**src/rtl/irq_latch_pkg.sv**
```systemverilog
package irq_latch_pkg;
    localparam int         BIT_REPLY  = 0;
    localparam int         BIT_POLL   = 2;
    localparam int         BIT_TICK   = 3;
    localparam logic [7:0] BUS_BITS   = 8'h05;
    localparam logic [7:0] MASK_RESET = 8'h09;
endpackage

```
**src/rtl/ila_ms_strobe.sv**
```systemverilog
module ila_ms_strobe #(
    parameter int CYCLES_PER_MS = 1000
) (
    input  logic clk,
    input  logic rst_n,
    output logic ms_tick
);
    localparam int W = $clog2(CYCLES_PER_MS + 1);

    logic [W-1:0] cnt_d, cnt_q;

    always_comb begin
        ms_tick = (cnt_q == W'(CYCLES_PER_MS - 1));
        cnt_d   = ms_tick ? '0 : cnt_q + W'(1);
    end

    always_ff @(posedge clk or negedge rst_n) begin
        if (!rst_n) cnt_q <= '0;
        else        cnt_q <= cnt_d;
    end
endmodule

```
**src/rtl/ila_interval.sv**
```systemverilog
module ila_interval #(
    parameter int PERIOD_MS = 1000
) (
    input  logic clk,
    input  logic rst_n,
    input  logic ms_tick,
    output logic fire
);
    localparam int W = $clog2(PERIOD_MS + 1);

    logic [W-1:0] cnt_d, cnt_q;
    logic         wrap;

    always_comb begin
        wrap  = (cnt_q == W'(PERIOD_MS - 1));
        fire  = ms_tick && wrap;
        cnt_d = cnt_q;
        if (ms_tick) cnt_d = wrap ? '0 : cnt_q + W'(1);
    end

    always_ff @(posedge clk or negedge rst_n) begin
        if (!rst_n) cnt_q <= '0;
        else        cnt_q <= cnt_d;
    end
endmodule

```
**src/rtl/ila_reply_store.sv**
```systemverilog
module ila_reply_store #(
    parameter int DEPTH = 8,
    localparam int IDX_W = (DEPTH > 1) ? $clog2(DEPTH) : 1
) (
    input  logic             clk,
    input  logic             we,
    input  logic [IDX_W-1:0] widx,
    input  logic [7:0]       wdata,
    input  logic [IDX_W-1:0] ridx,
    output logic [7:0]       rdata
);
    logic [7:0] mem [DEPTH];

    always_ff @(posedge clk) begin
        if (we) mem[widx] <= wdata;
    end

    assign rdata = mem[ridx];
endmodule

```
**src/rtl/irq_latch_ack.sv**
```systemverilog
module irq_latch_ack #(
    parameter int CYCLES_PER_MS = 1000,
    parameter int TICK_MS       = 1000,
    parameter int POLL_MS       = 30,
    parameter int DEPTH         = 8
) (
    input  logic       clk,
    input  logic       rst_n,
    input  logic       reply_push,
    input  logic [7:0] reply_byte,
    input  logic       reply_done,
    input  logic       poll_ready,
    input  logic       mask_wr,
    input  logic [3:0] mask_nargs,
    input  logic [7:0] mask_byte,
    input  logic       ack_req,
    input  logic [3:0] ack_nargs,
    output logic       rsp_valid,
    output logic [7:0] rsp_data,
    output logic       rsp_last,
    output logic       irq_n
);
    import irq_latch_pkg::*;

    localparam int LEN_W = $clog2(DEPTH + 1);
    localparam int IDX_W = (DEPTH > 1) ? $clog2(DEPTH) : 1;

    typedef struct packed {
        logic [7:0]       pend;
        logic [7:0]       mask;
        logic             irq_n;
        logic             rsp_valid;
        logic [7:0]       rsp_data;
        logic             rsp_last;
        logic [LEN_W-1:0] rsp_left;
        logic [IDX_W-1:0] rd_idx;
        logic [LEN_W-1:0] reply_len;
    } state_t;

    state_t st_d, st_q;

    logic       ms_tick, tick_fire, poll_fire;
    logic       busy, ack_ok, push_ok, poll_set;
    logic [7:0] rd_data;

    // signals observed by the bound checker
    logic [7:0]       pend_q, mask_q;
    logic [LEN_W-1:0] reply_len_q, rsp_left_q;
    assign pend_q      = st_q.pend;
    assign mask_q      = st_q.mask;
    assign reply_len_q = st_q.reply_len;
    assign rsp_left_q  = st_q.rsp_left;

    ila_ms_strobe #(.CYCLES_PER_MS(CYCLES_PER_MS)) u_ms (
        .clk(clk), .rst_n(rst_n), .ms_tick(ms_tick)
    );

    ila_interval #(.PERIOD_MS(TICK_MS)) u_tick (
        .clk(clk), .rst_n(rst_n), .ms_tick(ms_tick), .fire(tick_fire)
    );

    ila_interval #(.PERIOD_MS(POLL_MS)) u_poll (
        .clk(clk), .rst_n(rst_n), .ms_tick(ms_tick), .fire(poll_fire)
    );

    ila_reply_store #(.DEPTH(DEPTH)) u_store (
        .clk(clk),
        .we(push_ok),
        .widx(st_q.reply_len[IDX_W-1:0]),
        .wdata(reply_byte),
        .ridx(st_q.rd_idx),
        .rdata(rd_data)
    );

    always_comb begin
        busy     = (st_q.rsp_left != '0);
        ack_ok   = ack_req && !busy && (ack_nargs == 4'd0);
        push_ok  = reply_push && !busy && !ack_ok && (st_q.reply_len < LEN_W'(DEPTH));
        poll_set = poll_fire && poll_ready && !st_q.pend[BIT_REPLY];

        st_d           = st_q;
        st_d.rsp_valid = 1'b0;
        st_d.rsp_last  = 1'b0;
        st_d.rsp_data  = '0;

        if (mask_wr && (mask_nargs == 4'd1)) st_d.mask = mask_byte;

        if (push_ok) st_d.reply_len = st_q.reply_len + LEN_W'(1);

        if (busy) begin
            st_d.rsp_valid = 1'b1;
            st_d.rsp_data  = rd_data;
            st_d.rsp_last  = (st_q.rsp_left == LEN_W'(1));
            st_d.rsp_left  = st_q.rsp_left - LEN_W'(1);
            st_d.rd_idx    = st_q.rd_idx + IDX_W'(1);
        end else if (ack_ok) begin
            st_d.rsp_valid = 1'b1;
            if (st_q.pend[BIT_REPLY]) begin
                st_d.rsp_data  = st_q.pend & BUS_BITS;
                st_d.rsp_left  = st_q.reply_len;
                st_d.rsp_last  = (st_q.reply_len == '0);
                st_d.rd_idx    = '0;
                st_d.reply_len = '0;
                st_d.pend      = st_q.pend & ~BUS_BITS;
            end else begin
                st_d.rsp_data = st_q.pend;
                st_d.rsp_last = 1'b1;
            end
        end

        // new events win over a clear in the same cycle
        if (reply_done) st_d.pend[BIT_REPLY] = 1'b1;
        if (poll_set) begin
            st_d.pend[BIT_REPLY] = 1'b1;
            st_d.pend[BIT_POLL]  = 1'b1;
        end
        if (tick_fire) st_d.pend[BIT_TICK] = 1'b1;

        st_d.irq_n = ~|(st_d.pend & st_d.mask);
    end

    always_ff @(posedge clk or negedge rst_n) begin
        if (!rst_n) begin
            st_q       <= '0;
            st_q.mask  <= MASK_RESET;
            st_q.irq_n <= 1'b1;
        end else begin
            st_q <= st_d;
        end
    end

    assign rsp_valid = st_q.rsp_valid;
    assign rsp_data  = st_q.rsp_data;
    assign rsp_last  = st_q.rsp_last;
    assign irq_n     = st_q.irq_n;
endmodule

```
**config.mk**
```make
export PLATFORM = sky130hd
export DESIGN_NAME = irq_latch_ack
export DESIGN_NICKNAME = d
export VERILOG_FILES = /design/src/rtl/irq_latch_pkg.sv /design/src/rtl/ila_ms_strobe.sv /design/src/rtl/ila_interval.sv /design/src/rtl/ila_reply_store.sv /design/src/rtl/irq_latch_ack.sv
export SDC_FILE = /design/constraint.sdc
export NUM_CORES = 1
export LEC_CHECK = 0
export BUFFER_PORTS_ARGS = -buffer_cell sky130_fd_sc_hd__buf_2
export CAP_MARGIN = 10
export CORE_MARGIN = 5
export CORE_UTILIZATION = 37
export CTS_CLUSTER_SIZE = 25
export DETAILED_ROUTE_END_ITERATION = 10
export PLACE_DENSITY = 0.63
export SETUP_SLACK_MARGIN = 0.1
export SLEW_MARGIN = 20
export SYNTH_ARGS = -nofsm -noshare
export SYNTH_HDL_FRONTEND = slang
export SYNTH_SLANG_ARGS = --single-unit
```
**constraint.sdc**
```tcl
create_clock -name clk -period 3 [get_ports clk]
set_input_delay 0.3 -clock clk [delete_from_list [all_inputs] [get_ports clk]]
set_output_delay 0.3 -clock clk [all_outputs]
set_load 0.02 [all_outputs]
```
==> reports/metrics.json <==
{
  "synth_cells": {"value": 344},
  "boundaryPins": {"value": 42},
  "timing.critical_path.from": {"value": "rsp_left_q[0]"},
  "gates_resized_cts_repair": {"value": 0},
  "initial_core_util": {"value": 0.3779},
  "irDropWorstVdd": {"value": 0.5166, "unit": "mV"},
  "antenna_left": {"value": 0},
  "timing.max_slew.rel_slack": {"value": 0.4601},
  "yosysWarningCount": {"value": 0},
  "ys_ff_latch": {"value": 117},
  "vias_in_the_first_global_route": {"value": 3072},
  "cp-end-kind": {"value": "flip-flop"},
  "cts_setup_buffers": {"value": 0},
  "report.final.setup_viol": {"value": 0},
  "worst-endpoint-arrival": {"value": 2.67, "unit": "ns"},
  "avgSynthCellArea": {"value": 14.55, "unit": "µm²"},
  "detail_placement_hpwl": {"value": 6504, "unit": "µm"},
  "synth_enable_flop_cells": {"value": 64},
  "htree_levels": {"value": 4},
  "n_antenna_cell": {"value": 0},
  "violated_checks": {"value": "hold timing"},
  "final.setup_skew": {"value": 0.01481, "unit": "ns"},
  "post-route-min-period": {"value": 2.599, "unit": "ns"},
  "fp.coreArea": {"value": 0.01324, "unit": "mm²"},
  "yosysUniqueCellTypes": {"value": 51},
  "cts_buffers": {"value": 17},
  "timing.max_cap.violations": {"value": 0},
  "finalNetCount": {"value": 428},
  "hold-worst-slack": {"value": -0.01838, "unit": "ns"},
  "overflow": {"value": 0},
  "gp_congestion": {"value": 0.7537},
  "grt.total_usage": {"value": 0.1260},
  "cts_sink_cnt": {"value": 117},
  "die_height": {"value": 126.3, "unit": "µm"},
  "cts.root.buffer_cell": {"value": "sky130_fd_sc_hd__clkbuf_16"},
  "crit_path_start_kind": {"value": "flip-flop"},
  "most_frequently_used_flop_master_after_synthesis": {"value": "sky130_fd_sc_hd__edfxtp_1"},
  "achievable-frequency": {"value": 384.7, "unit": "MHz"},
  "number_of_drc_violations_after_detailed_routing_iteration_0": {"value": 146},
  "synth_sequential_area_ratio": {"value": 0.6498},
  "die_area": {"value": 0.01595, "unit": "mm²"},
  "min_period_over_period": {"value": 0.8665},
  "die_width": {"value": 126.3, "unit": "µm"},
  "avgViaCountPerCell": {"value": 5.132},
  "drive_above_1_share": {"value": 0.2675},
  "synthesis.area": {"value": 0.005005, "unit": "mm²"},
  "hold_buffers": {"value": 0},
  "antenna_found_initial": {"value": 0},
  "firstDrtPassIters": {"value": 4},
  "syn2layout_area_growth": {"value": 19.33, "unit": "%"},
  "worstMarginPinSlew": {"value": 0.8099, "unit": "ns"},
  "syn_nets": {"value": 385},
  "numPlacedInstances": {"value": 544},
  "rsz0062_at_grt": {"value": "false"},
  "worstPathMaxFanout": {"value": 8},
  "worst_path_required_time": {"value": 3.07, "unit": "ns"},
  "detail_route.drc_violations": {"value": 0},
  "hold_violations": {"value": 30},
  "final-instance-count-excl-fill": {"value": 576},
  "fin_setup_tns": {"value": 0, "unit": "ns"},
  "clk_pin_slew": {"value": 0.05, "unit": "ns"},
  "port_buffers": {"value": 36},
  "placementRows": {"value": 42},
  "power.density": {"value": 865.7, "unit": "mW/mm²"},
  "worst_hold_path_type": {"value": "in2async"},
  "async_reset_ff_frac": {"value": 0.4530},
  "drt_wl_total": {"value": 9198, "unit": "µm"},
  "number_of_vias_after_detailed_routing": {"value": 2956},
  "worstSetupPathType": {"value": "reg2reg"},
  "leakage": {"value": 0.002324, "unit": "µW"},
  "cts_tree": {"value": "built"},
  "drv_slew": {"value": 0},
  "grt_first_pass_wirelength": {"value": 15520, "unit": "µm"},
  "reg2reg_from": {"value": "rsp_left_q[0]"},
  "clk-insertion-delay-late": {"value": 0.41, "unit": "ns"},
  "grt_start_max_net_pins": {"value": 37},
  "status": {"value": "finished, violations left"},
  "max-clock-path-buffers": {"value": 2},
  "route.detailed.wl_per_inst": {"value": 15.97, "unit": "µm"}
}
==> critical path, stage by stage (launching register included) <==
cell                        delay, ns
sky130_fd_sc_hd__dfrtp_1         0.41
sky130_fd_sc_hd__inv_1           0.11
sky130_fd_sc_hd__ha_1            0.22
sky130_fd_sc_hd__or3b_1          0.47
sky130_fd_sc_hd__a2111oi_4       0.42
sky130_fd_sc_hd__and2b_1         0.22
sky130_fd_sc_hd__and3_1          0.42
==> cell usage in the layout (no fill, tap or decap), types with 3 or more instances in the layout <==
master                       count
sky130_fd_sc_hd__dfrtp_1        50
sky130_fd_sc_hd__bufinv_16       3
sky130_fd_sc_hd__clkinvlp_4      3
sky130_fd_sc_hd__inv_1           9
sky130_fd_sc_hd__clkbuf_16      17
sky130_fd_sc_hd__nand4_1        10
sky130_fd_sc_hd__mux4_2         16
sky130_fd_sc_hd__ha_1           10
sky130_fd_sc_hd__buf_2          36
sky130_fd_sc_hd__or3_1           5
sky130_fd_sc_hd__mux2i_1        12
sky130_fd_sc_hd__mux2_2          4
sky130_fd_sc_hd__a21oi_1         8
sky130_fd_sc_hd__edfxtp_1       64
sky130_fd_sc_hd__and3_1          8
sky130_fd_sc_hd__clkinv_2        3
sky130_fd_sc_hd__nor2_1         22
sky130_fd_sc_hd__buf_4          12
sky130_fd_sc_hd__nand2_1        20
sky130_fd_sc_hd__a221o_1         3
sky130_fd_sc_hd__inv_6           4
sky130_fd_sc_hd__nor3_1          5
sky130_fd_sc_hd__xnor2_1         6
sky130_fd_sc_hd__o21ai_0        13
sky130_fd_sc_hd__nand3_1         9
sky130_fd_sc_hd__dfstp_2         3
sky130_fd_sc_hd__xor2_1          7
==> cell usage after synthesis, types with 7 or more instances <==
cell	n	area [µm²]
sky130_fd_sc_hd__buf_4	8	60.06
sky130_fd_sc_hd__ha_1	10	125.1
sky130_fd_sc_hd__and3_1	8	50.05
sky130_fd_sc_hd__nand3_1	9	45.04
sky130_fd_sc_hd__a21oi_1	8	40.04
sky130_fd_sc_hd__edfxtp_1	64	1922
sky130_fd_sc_hd__o21ai_0	13	65.06
sky130_fd_sc_hd__mux2i_1	12	120.1
sky130_fd_sc_hd__xor2_1	7	61.31
sky130_fd_sc_hd__nor2_1	22	82.58
sky130_fd_sc_hd__nand2_1	20	75.07
sky130_fd_sc_hd__clkbuf_1	11	41.29
sky130_fd_sc_hd__nand4_1	10	62.56
sky130_fd_sc_hd__dfrtp_1	50	1251
sky130_fd_sc_hd__inv_1	9	33.78
sky130_fd_sc_hd__mux4_2	16	360.4
==> sequential cells by signal, indices dropped and copies added, names as in the netlist <==
register / flops
rsp_left_q: 4
u_tick.cnt_q: 10
u_store.mem: 64
rsp_last: 1
mask_q: 3
u_ms.cnt_q: 10
u_poll.cnt_q: 5
reply_len_q: 4
rsp_data: 8
st_q: 3
rsp_valid: 1
pend_q: 3
irq_n: 1
==> metal layers <==
layer  vias up  share of wire  GRT usage
met2        56           0.50     0.2047
met1      1504           0.44     0.1560
met3        12          0.044    0.03909
li1       1384              -          -
met4         0          0.012    0.05489
met5         -              0          0
==> power by group <==
group	switching, µW	internal, µW	leakage (µW)
registers	219	1890	0.00124
clock network	723	1310	0.000287
logic	510	518	0.000794
==> worst paths after layout <==
path	to	slack, ns	cells after the start
worst max-delay path	u_store.mem[1][3]	0.40	6
worst min-delay path	u_ms.cnt_q[8]	-0.02	1
worst max register to register	u_store.mem[1][3]	0.40	6
worst min register to register	u_tick.cnt_q[8]	0.48	1
max in group asynchronous	u_tick.cnt_q[7]	2.27	2
min in group clk	mask_q[3]	0.15	2
==> final cells by class <==
class	count	area, µm²
Inverter	9	33.78
Clock inverter	14	171.4
Tap cell	176	220.2
Timing Repair Buffer	48	270.3
Multi-Input combinational cell	194	1595
Fill cell	1210	7271
Sequential cell	117	3252
Clock buffer	18	429.2
==> logic make-up after synthesis <==
kind of cell	after synthesis	share of synthesized area
muxes	32	0.1050
adders and majority gates	10	0.02500
DFF	117	0.6498
xor gates and xnor gates	13	0.02275
and+or+nand+nor	102	0.1135
buffers and inverters	33	0.03150
AOI/OAI and AO/OA	37	0.05250
==> metrics by stage <==
stage	utilization	total power (µW)	setup WS (ns)	area, µm²	hold slack, ns
4_1_cts	0.4510	5253	0.3599	5972	0.00001976
3_3_place_gp	0.4056	3154	0.4405	5371	0.4238
3_5_place_dp	0.4056	3196	0.3633	5371	0.4409
2_1_floorplan	-	2927	0.2076	5005	0.004409
5_1_grt	0.4510	5448	0.2442	5972	0.04525
6_report	0.4510	5170	0.4006	5972	-0.01838
(Power assumes the default switching activity.)
